## config.mk

```make
export PLATFORM = sky130hd
export DESIGN_NAME = i2c_bit_timer
export DESIGN_NICKNAME = d
export VERILOG_FILES = /design/src/rtl/i2c_tm_pkg.sv /design/src/rtl/i2c_tm_timing.sv /design/src/rtl/i2c_tm_pins.sv /design/src/rtl/i2c_tm_seq.sv /design/src/rtl/i2c_bit_timer.sv
export SDC_FILE = /design/constraint.sdc
export NUM_CORES = 1
export LEC_CHECK = 0
export CAP_MARGIN = 20
export CORE_MARGIN = 2
export CORE_UTILIZATION = 67
export DETAILED_ROUTE_END_ITERATION = 16
export DONT_BUFFER_PORTS = 1
export PLACE_DENSITY = 0.82
export SLEW_MARGIN = 20
export SYNTH_ARGS = -nofsm -noshare
export SYNTH_HDL_FRONTEND = slang
export SYNTH_SLANG_ARGS = --single-unit
```

## constraint.sdc

```tcl
create_clock -name clk -period 7.6 [get_ports clk]
set_input_delay 0.38 -clock clk [delete_from_list [all_inputs] [get_ports clk]]
set_output_delay 0.38 -clock clk [all_outputs]
set_load 0.05 [all_outputs]
```

## src/rtl/i2c_tm_pkg.sv

```systemverilog
`timescale 1ns/1ps
package i2c_tm_pkg;

    typedef enum logic [1:0] {
        OP_START = 2'd0,
        OP_STOP  = 2'd1,
        OP_TX    = 2'd2,
        OP_RX    = 2'd3
    } op_e;

    typedef enum logic [1:0] {
        ST_IDLE  = 2'd0,
        ST_START = 2'd1,
        ST_STOP  = 2'd2,
        ST_BIT   = 2'd3
    } seq_st_e;

endpackage

```

## src/rtl/i2c_tm_timing.sv

```systemverilog
`timescale 1ns/1ps
module i2c_tm_timing #(
    parameter int DIV_W = 16,
    parameter int CNT_W = DIV_W + 7
) (
    input  logic               clk,
    input  logic               rst_n,
    input  logic               load,
    input  logic [2*DIV_W-1:0] cfg_div,
    input  logic [1:0]         cfg_upd,
    input  logic [1:0]         cfg_sta,
    input  logic [1:0]         cfg_sto,
    output logic [CNT_W-1:0]   t_upd,
    output logic [CNT_W-1:0]   t_low,
    output logic [CNT_W-1:0]   t_smp,
    output logic [CNT_W-1:0]   t_bit,
    output logic [CNT_W-1:0]   t_sta_su,
    output logic [CNT_W-1:0]   t_sta_end,
    output logic [CNT_W-1:0]   t_sto_end
);
    localparam logic [CNT_W-1:0] ONE = CNT_W'(1);

    typedef struct packed {
        logic [DIV_W-1:0] lo;
        logic [DIV_W-1:0] hi;
        logic [1:0]       upd;
        logic [1:0]       sta;
        logic [1:0]       sto;
    } shadow_t;

    shadow_t sh_d, sh_q;

    // v * (k + 1) for k in 0..3, built from shifts and one add
    function automatic logic [CNT_W-1:0] times_k1(input logic [CNT_W-1:0] v,
                                                  input logic [1:0] k);
        case (k)
            2'd0:    times_k1 = v;
            2'd1:    times_k1 = v << 1;
            2'd2:    times_k1 = (v << 1) + v;
            default: times_k1 = v << 2;
        endcase
    endfunction

    always_comb begin
        sh_d = sh_q;
        if (load) begin
            sh_d.lo  = cfg_div[DIV_W-1:0];
            sh_d.hi  = cfg_div[2*DIV_W-1:DIV_W];
            sh_d.upd = (cfg_upd == 2'd3) ? 2'd2 : cfg_upd;
            sh_d.sta = cfg_sta;
            sh_d.sto = cfg_sto;
        end
    end

    always_ff @(posedge clk or negedge rst_n) begin
        if (!rst_n) sh_q <= '0;
        else        sh_q <= sh_d;
    end

    logic [CNT_W-1:0] l_c, h_c, l8, h8, h8u;

    always_comb begin
        l_c       = CNT_W'(sh_q.lo) + ONE;
        h_c       = CNT_W'(sh_q.hi) + ONE;
        l8        = l_c << 3;
        h8        = h_c << 3;
        h8u       = times_k1(h8, sh_q.sta);
        t_upd     = times_k1(l_c, sh_q.upd) + ONE;
        t_low     = l8;
        t_smp     = l8 + (h_c << 2);
        t_bit     = l8 + h8;
        t_sta_su  = h8u + ONE;
        t_sta_end = (h8u << 1) + h8;
        t_sto_end = l8 + times_k1(h8, sh_q.sto) + ONE;
    end

endmodule

```

## src/rtl/i2c_tm_pins.sv

```systemverilog
`timescale 1ns/1ps
module i2c_tm_pins (
    input  logic       scl_in,
    input  logic       sda_in,
    output logic [1:0] pin_state,
    output logic       bus_free
);
    always_comb begin
        pin_state = {~scl_in, ~sda_in};
        bus_free  = scl_in & sda_in;
    end
endmodule

```

## src/rtl/i2c_tm_seq.sv

```systemverilog
`timescale 1ns/1ps
module i2c_tm_seq
    import i2c_tm_pkg::*;
#(
    parameter int CNT_W = 23
) (
    input  logic             clk,
    input  logic             rst_n,
    input  logic             cmd_valid,
    input  logic [1:0]       cmd_op,
    input  logic             cmd_bit,
    input  logic             bus_free,
    input  logic             sda_in,
    input  logic [CNT_W-1:0] t_upd,
    input  logic [CNT_W-1:0] t_low,
    input  logic [CNT_W-1:0] t_smp,
    input  logic [CNT_W-1:0] t_bit,
    input  logic [CNT_W-1:0] t_sta_su,
    input  logic [CNT_W-1:0] t_sta_end,
    input  logic [CNT_W-1:0] t_sto_end,
    output logic             load,
    output logic             scl_oe,
    output logic             sda_oe,
    output logic             rx_bit,
    output logic             done,
    output logic             err
);
    typedef struct packed {
        seq_st_e          st;
        op_e              op;
        logic             txb;
        logic             own;
        logic             scl_oe;
        logic             sda_oe;
        logic             rx;
        logic             done;
        logic             err;
        logic [CNT_W-1:0] cnt;
    } seq_t;

    seq_t             seq_d, seq_q;
    logic [CNT_W-1:0] nxt;
    op_e              req;

    always_comb begin
        seq_d      = seq_q;
        seq_d.done = 1'b0;
        seq_d.err  = 1'b0;
        load       = 1'b0;
        nxt        = seq_q.cnt + CNT_W'(1);
        req        = op_e'(cmd_op);
        case (seq_q.st)
            ST_IDLE: begin
                if (cmd_valid) begin
                    seq_d.cnt = '0;
                    if (req == OP_START) begin
                        if (bus_free) begin
                            load     = 1'b1;
                            seq_d.st = ST_START;
                        end else begin
                            seq_d.err = 1'b1;
                        end
                    end else if (seq_q.own) begin
                        seq_d.st  = (req == OP_STOP) ? ST_STOP : ST_BIT;
                        seq_d.op  = req;
                        seq_d.txb = cmd_bit;
                    end else begin
                        seq_d.err = 1'b1;
                    end
                end
            end
            ST_START: begin
                seq_d.cnt = nxt;
                if (nxt == t_sta_su) seq_d.sda_oe = 1'b1;
                if (nxt == t_sta_end) begin
                    seq_d.scl_oe = 1'b1;
                    seq_d.own    = 1'b1;
                    seq_d.done   = 1'b1;
                    seq_d.st     = ST_IDLE;
                end
            end
            ST_BIT: begin
                seq_d.cnt = nxt;
                if (nxt == t_upd)
                    seq_d.sda_oe = (seq_q.op == OP_TX) ? ~seq_q.txb : 1'b0;
                if (nxt == t_low) seq_d.scl_oe = 1'b0;
                if (nxt == t_smp && seq_q.op == OP_RX) seq_d.rx = sda_in;
                if (nxt == t_bit) begin
                    seq_d.scl_oe = 1'b1;
                    seq_d.done   = 1'b1;
                    seq_d.st     = ST_IDLE;
                end
            end
            default: begin
                seq_d.cnt = nxt;
                if (nxt == t_upd) seq_d.sda_oe = 1'b1;
                if (nxt == t_low) seq_d.scl_oe = 1'b0;
                if (nxt == t_sto_end) begin
                    seq_d.sda_oe = 1'b0;
                    seq_d.own    = 1'b0;
                    seq_d.done   = 1'b1;
                    seq_d.st     = ST_IDLE;
                end
            end
        endcase
    end

    always_ff @(posedge clk or negedge rst_n) begin
        if (!rst_n) seq_q <= '0;
        else        seq_q <= seq_d;
    end

    always_comb begin
        scl_oe = seq_q.scl_oe;
        sda_oe = seq_q.sda_oe;
        rx_bit = seq_q.rx;
        done   = seq_q.done;
        err    = seq_q.err;
    end

endmodule

```

## src/rtl/i2c_bit_timer.sv

```systemverilog
`timescale 1ns/1ps
module i2c_bit_timer #(
    parameter int DIV_W = 16
) (
    input  logic               clk,
    input  logic               rst_n,
    input  logic [2*DIV_W-1:0] cfg_div,
    input  logic [1:0]         cfg_upd,
    input  logic [1:0]         cfg_sta,
    input  logic [1:0]         cfg_sto,
    input  logic               cmd_valid,
    input  logic [1:0]         cmd_op,
    input  logic               cmd_bit,
    input  logic               scl_in,
    input  logic               sda_in,
    output logic               scl_oe,
    output logic               sda_oe,
    output logic               rx_bit,
    output logic               done,
    output logic               err,
    output logic [1:0]         pin_state
);
    localparam int CNT_W = DIV_W + 7;

    logic             load, bus_free;
    logic [CNT_W-1:0] t_upd, t_low, t_smp, t_bit, t_sta_su, t_sta_end, t_sto_end;

    i2c_tm_pins u_pins (
        .scl_in    (scl_in),
        .sda_in    (sda_in),
        .pin_state (pin_state),
        .bus_free  (bus_free)
    );

    i2c_tm_timing #(.DIV_W(DIV_W), .CNT_W(CNT_W)) u_timing (
        .clk       (clk),
        .rst_n     (rst_n),
        .load      (load),
        .cfg_div   (cfg_div),
        .cfg_upd   (cfg_upd),
        .cfg_sta   (cfg_sta),
        .cfg_sto   (cfg_sto),
        .t_upd     (t_upd),
        .t_low     (t_low),
        .t_smp     (t_smp),
        .t_bit     (t_bit),
        .t_sta_su  (t_sta_su),
        .t_sta_end (t_sta_end),
        .t_sto_end (t_sto_end)
    );

    i2c_tm_seq #(.CNT_W(CNT_W)) u_seq (
        .clk       (clk),
        .rst_n     (rst_n),
        .cmd_valid (cmd_valid),
        .cmd_op    (cmd_op),
        .cmd_bit   (cmd_bit),
        .bus_free  (bus_free),
        .sda_in    (sda_in),
        .t_upd     (t_upd),
        .t_low     (t_low),
        .t_smp     (t_smp),
        .t_bit     (t_bit),
        .t_sta_su  (t_sta_su),
        .t_sta_end (t_sta_end),
        .t_sto_end (t_sto_end),
        .load      (load),
        .scl_oe    (scl_oe),
        .sda_oe    (sda_oe),
        .rx_bit    (rx_bit),
        .done      (done),
        .err       (err)
    );

endmodule

```

Word-level counts from Yosys, hierarchy flattened
Cells that the tools add are included.

Add/subtract/negate cells: 12. Equality and inequality tests: 26. Multiplexer cells: 39. Bitwise logic cells: 7. Reduce and logical (&&, ||, !) cells: 16.

Operators by type and width (count): case mux 23 bit (3 select lines) (3); adder 23 bit (6); equality test 23 bit (6); adder 23 x 1 -> 23 bit (second input constant) (4); adder 16 x 1 -> 17 bit (second input constant) (2); 2-to-1 mux 24 bit (1); equality test 23 x 20 -> 1 bit (1); 2-to-1 mux 23 bit (1); 2-to-1 mux 1 bit (20); equality test 2 bit (second input constant) (7); 2-to-1 mux 2 bit (7); case mux 2 bit (3 select lines) (2); equality test 2 x 1 -> 1 bit (second input constant) (5); logical NOT 2 bit (5); 2-to-1 mux 5 bit (2); != test 2 x 1 -> 1 bit (second input constant) (4); AND reduction 4 bit (2); NOT 1 bit (6); AND reduction 6 bit (1); AND reduction 2 bit (2); nonzero test 4 bit (1); 2-to-1 mux 3 bit (1); != test 3 x 1 -> 1 bit (second input constant) (1); != test 3 bit (second input constant) (1); 9 further kinds (9).

Register bits: 72. Bits of input ports: 46. Output and inout bits: 7.

Logic depth before layout (Yosys ltp)
Depth after elaboration: 8. Mapped depth: 30. Gate-level depth less buffers: 29.

Modules after synthesis
From an unflattened synthesis, not the netlist that was laid out.

Cell total of the unflattened synthesis: 1806. Area total of the unflattened synthesis: 14109.8 µm².

Modules (own cells, without submodules): i2c_tm_timing (instances 1, cells each 1151, area an instance 8963.6 µm²); i2c_tm_seq (instances 1, cells each 652, area an instance 5132.4 µm²); i2c_tm_pins (instances 1, cells each 3, area an instance 13.8 µm²).

Least setup slack after synthesis
No wires, ideal clock.

Kind: register -> register. From: register u_timing.sh_q[6] (netlist name). To: register u_seq.seq_q[32] (netlist name). Setup time: 0.128 ns. Arrival time: 6.790 ns. Slack: 0.682 ns. Cell stages (with the launch flop): 30. Path buffers: 2. Period minus slack after synthesis: 6.918 ns. Path through: dfrtp_1 > buf_1 > inv_1 > ha_1 > inv_1 > ha_1 > a21oi_1 > nand2_1 > a31oi_1 > o21ai_0 > nand2_1 > a21oi_1 > nor3_1 > xnor2_1 > mux4_2 > ha_1 > clkbuf_1 > nand3_1 > nand2b_1 > nand3_1 > o221ai_1 > a2111o_1 > a211oi_1 > o221ai_1 > a2111oi_0 > nand4_1 > a2111oi_4 > nand4_2 > a211oi_2 > mux2_1.

Cells in the longest elaborated chain, start to end: 8. Elaborated cells on any way between the ends: 15. Classes of those cells: add/sub (6); eq/ne (5); mux (2); reduce/logical (2).

RTL lines: start: declaration (RTL line i2c_tm_timing.sv:31) `shadow_t sh_d, sh_q;`; start signal: assignment (RTL line i2c_tm_timing.sv:56) `if (!rst_n) sh_q <= '0;`; start signal: assignment (RTL line i2c_tm_timing.sv:57) `else sh_q <= sh_d;`; adder 16 x 1 -> 17 bit * (RTL line i2c_tm_timing.sv:64) `h_c = CNT_W'(sh_q.hi) + ONE;`; adder 23 bit (RTL line i2c_tm_timing.sv:39) `2'd2: times_k1 = (v << 1) + v;`; case mux 23 bit (3 select lines) (RTL line i2c_tm_timing.sv:36) `case (k)`; adder 23 bit (RTL line i2c_tm_timing.sv:74) `t_sto_end = l8 + times_k1(h8, sh_q.sto) + ONE;`; adder 23 x 1 -> 23 bit (RTL line i2c_tm_timing.sv:74); equality test 23 bit (RTL line i2c_tm_seq.sv:98) `if (nxt == t_sto_end) begin`; nonzero test 4 bit (no source line); AND reduction 6 bit (no source line) *; end signal: assignment (RTL line i2c_tm_seq.sv:110) `else seq_q <= seq_d;`; end: declaration (RTL line i2c_tm_seq.sv:41) `seq_t seq_d, seq_q;`.

Every way passes the cells marked *; elsewhere a longest branch is shown, timed or not. A chain may end at the register's enable or synchronous reset.

Worst setup path in the final report
From: register u_timing.sh_q[11] (netlist name). To: register u_seq.seq_q[32] (netlist name).

Same word-level chain as after synthesis.

==> results.tsv <==
stage	metric	value	unit
sta	fin crit share	93.7	%
finish	fin nets	1996	
clocking	post-CTS setup buffer count	0	
yosys	Post-synth EDFFs	0	
hold_path	HP Class	in2reg	
yosys	leading area contributor after synthesis	dfrtp_1	
sta	RSZ-0062 raised after global routing	no	
finish	layout cells sized above 1	9.66	%
power_and_ir_drop	Max IR drop VDD	0.273	mV
yosys	asr flop ratio synth	100	%
setup_path	Crit path max-delay family	compound AO/OA/AOI/OAI gates	
setup_path	Critical Path Sink Type	flip-flop	
yosys	Mapped Cells	1889	
finish	fill count	1674	
yosys	Yosys reg bits	72	
sta	Tmin final	7.12	ns
drt	vias per inst	7.18	
sta	Slew HR	20.4	%
grt	vias in the first global route	14400	
yosys	Synth Net Count	2016	
sta	Fmax	0.140	GHz
finish	area of the multi-input gates	11400	µm²
placement	DP HPWL	39400	µm
clocking	clock-pin slew on the worst setup and hold paths	0.07	ns
setup_path	CP max stage cell	dfrtp_1	
drt	Routed Antenna Nets	0	
setup_path	crit-path cells	nand4_4, or4_1, and2_1, inv_4, ha_1, a32oi_1, o32a_1, nand3_1, xor2_1, mux4_2, ha_1, a21o_1, nand2b_1, nand3_1, o221ai_1, a2111o_1, a211oi_1, o221ai_1, a2111oi_0, nand4_1, a2111oi_4, nand4_2, a211oi_2, mux2_1	
grt	global route total overflow	0	
floorplan	Die Span Y	148	µm
yosys	Synth warnings	0	
yosys	Synth cell types	106	
sta	setup TNS	0	ns
setup_path	CP max FO	18	
drt	first-pass iteration count of the detailed router	9	
clocking	Inserted Clock Buffers	9	
run	max cap viols	0	
setup_path	startpoint types	flip-flop	
grt	largest net degree at the start of global routing	73	
setup_path	WP buf/inv	1	
yosys	Area contributors post-synth	dfrtp_1 13%, xnor2_1 12%, ha_1 6.8%, o21ai_0 5.1%, nand2_1 5.0%	
finish	Finished Layout Cells	2145	
setup_path	CP Class	reg2reg	
yosys	Mapped Area	13900	µm²
sta	Worst Max-Slew Pin Slew	1.19	ns
clocking	Clock Latency Late Sink	0.36	ns
placement	IO buf count	0	
finish	Final Util	72.6	%
power_and_ir_drop	Pwr Total	5.31	mW
floorplan	die width	148	µm
yosys	Main synth FF type	dfrtp_1	
placement	placed cells	2126	
grt	GR Util All Layers	45.9	%
setup_path	Req. time, crit path	7.83	ns
yosys	syn avg cell area	7.38	µm²
yosys	post-synth top area share	12.9	%
floorplan	Ports	53	
grt	initial antenna violation count	2	
finish	Area Overhead vs Synth	5.76	%
floorplan	number of core rows	52	
sta	final clock skew	0.00781	ns
finish	Final Cell Area	14700	µm²
setup_path	critical path arrival	7.35	ns
drt	via count	15400	
sta	max-slew violation count	0	
placement	Routability Congestion	1.08	
clocking	clk buf depth	2	
floorplan	core area	20300	µm²
grt	first-pass GRT wire length	79100	µm
clocking	Sink Count	72	
floorplan	initial core utilization	68.7	%
clocking	CTS root buf	clkbuf_16	
power_and_ir_drop	leakage dissipation	5.87	nW
clocking	H-tree depth	3	
floorplan	full die area	22000	µm²
setup_path	crit-path max cell delay	0.71	ns
run_status	status	finished clean	
drt	Routed WL	50800	µm
sta	# setup viols final	0	
drt	Wirelength per Cell	23.7	µm
drt	First DRT Iteration DRCs	1882	
drt	# DRC	0	
finish	Sequential Area	1800	µm²
sta	endpoints failing hold	0	
power_and_ir_drop	power per standard cell area	360	nW/µm²
clocking	TritonCTS clock tree	built	
placement	Cell Area, Placed	14400	µm²
yosys	Seq/Total Area, Yosys	12.9	%
## worst paths after layout
check                      cells past startpoint               from                 to  slack [ns]
setup / recovery                              24  u_timing.sh_q[11]    u_seq.seq_q[32]        0.48
hold / removal                                 2        cfg_div[25]  u_timing.sh_q[15]        0.14
setup reg to reg                              24  u_timing.sh_q[11]    u_seq.seq_q[32]        0.48
hold reg to reg                                2    u_seq.seq_q[30]    u_seq.seq_q[30]        0.51
max in group asynchronous                      2              rst_n    u_seq.seq_q[32]        6.68
min in group asynchronous                      2              rst_n  u_timing.sh_q[11]        0.60
## layer usage
layer	part of all wire (%)	wire (µm)	GRT usage (%)
met2	44	22600	73.5
met3	11	5830	11.5
met4	5.9	2990	23.5
met5	0.25	126	2.27
met1	38	19300	57.2
## worst reg2reg max path, stage by stage, from the launching register on
cell and delay (ns):
dfrtp_1 0.71, nand4_4 0.27, or4_1 0.56, and2_1 0.22, inv_4 0.06, ha_1 0.25
a32oi_1 0.18, o32a_1 0.22, nand3_1 0.11, xor2_1 0.18, mux4_2 0.52, ha_1 0.38
a21o_1 0.20, nand2b_1 0.22, nand3_1 0.12, o221ai_1 0.11, a2111o_1 0.42, a211oi_1 0.22
o221ai_1 0.15, a2111oi_0 0.35, nand4_1 0.27, a2111oi_4 0.34, nand4_2 0.23, a211oi_2 0.36
mux2_1 0.37
## cells in the final DEF, fill, tap and decap left out, types with 18 or more instances in the layout
master,netlist,routed
or3_1,21,21
ha_1,76,76
xnor2_1,188,185
inv_1,75,75
nand2_1,184,184
o21ai_0,143,142
xor2_1,52,51
mux2_2,31,31
o211ai_1,28,28
and3_1,25,25
a21o_1,35,35
a21oi_1,112,112
a31oi_1,25,25
mux2i_1,20,20
nor4_1,26,26
nand4_1,29,29
buf_4,4,64
nand3_1,68,68
dfrtp_1,72,72
nor3_1,53,53
nand3b_1,21,21
nor2_1,155,155
o21a_1,18,18
o31ai_1,19,19
## layout make-up
class	count	area share, %
Inverter	84	2.16
Sequential cell	72	12.2
Multi-Input combinational cell	1636	77.6
Clock inverter	7	0.645
Antenna cell	1	0.0170
Tap cell	270	2.29
Clock buffer	9	1.53
Timing Repair Buffer	66	3.51
## flip-flops by register name, indices dropped and copies added (netlist names)
name,count
u_timing.sh_q,38
u_seq.seq_q,29
u_seq.sda_oe,1
u_seq.err,1
u_seq.rx_bit,1
u_seq.scl_oe,1
u_seq.done,1
## synthesized netlist by cell type (11+ instances only)
cell,instances
dfrtp_1,72
and2_1,14
a21o_1,35
nor4_1,26
o211ai_1,28
xnor2_1,188
a31oi_1,25
or3_1,21
nand4_1,29
inv_1,75
nand3_1,68
nand3b_1,21
nand2b_1,12
nor3_1,53
o21ai_0,143
nand2_1,184
nor2b_1,12
o31ai_1,19
xor2_1,52
a211oi_1,17
maj3_1,16
nor2_1,155
mux2i_1,20
a21oi_1,112
o21a_1,18
clkbuf_1,65
buf_1,11
and3_1,25
mux2_2,31
mux4_2,13
ha_1,76
buf_2,15
o22ai_1,12
## kinds of logic (layout without fill, tap and decap cells)
group / Yosys count / after routing / share of synthesized area [%]
and+or+nand+nor: 681 / 681 / 24.8
xor gates and xnor gates: 244 / 244 / 15.6
adders and majority gates: 97 / 97 / 8.69
AOI/OAI and AO/OA: 549 / 549 / 26.6
other: 0 / 1 / 0
buffers and inverters: 181 / 166 / 5.24
DFF: 72 / 72 / 12.9
muxes: 65 / 65 / 6.12
## through the flow
| step | hold slack (ns) | worst slack, ns |
|---|---|---|
| 6_report | 0.137 | 0.478 |
| 5_1_grt | 0.145 | 0.0250 |
| 4_1_cts | 0.134 | 0.368 |
| 3_5_place_dp | 0.0853 | 0.483 |
| 3_3_place_gp | 0.0854 | 0.753 |
| 2_1_floorplan | 0.0844 | 0.682 |
## report_power, final
part | switching (mW) | internal (mW)
Combinational | 2.61 | 1.67
Clock | 0.205 | 0.289
Sequential | 0.107 | 0.435
## what timing repair did
action / CTS / global route
gates resized for setup: 0 / 2
setup endpoints to repair: 0 / 4
hold buffers: 2 / 0
hold endpoints to repair: 72 / 0
Power figures use the tool's default switching activity.
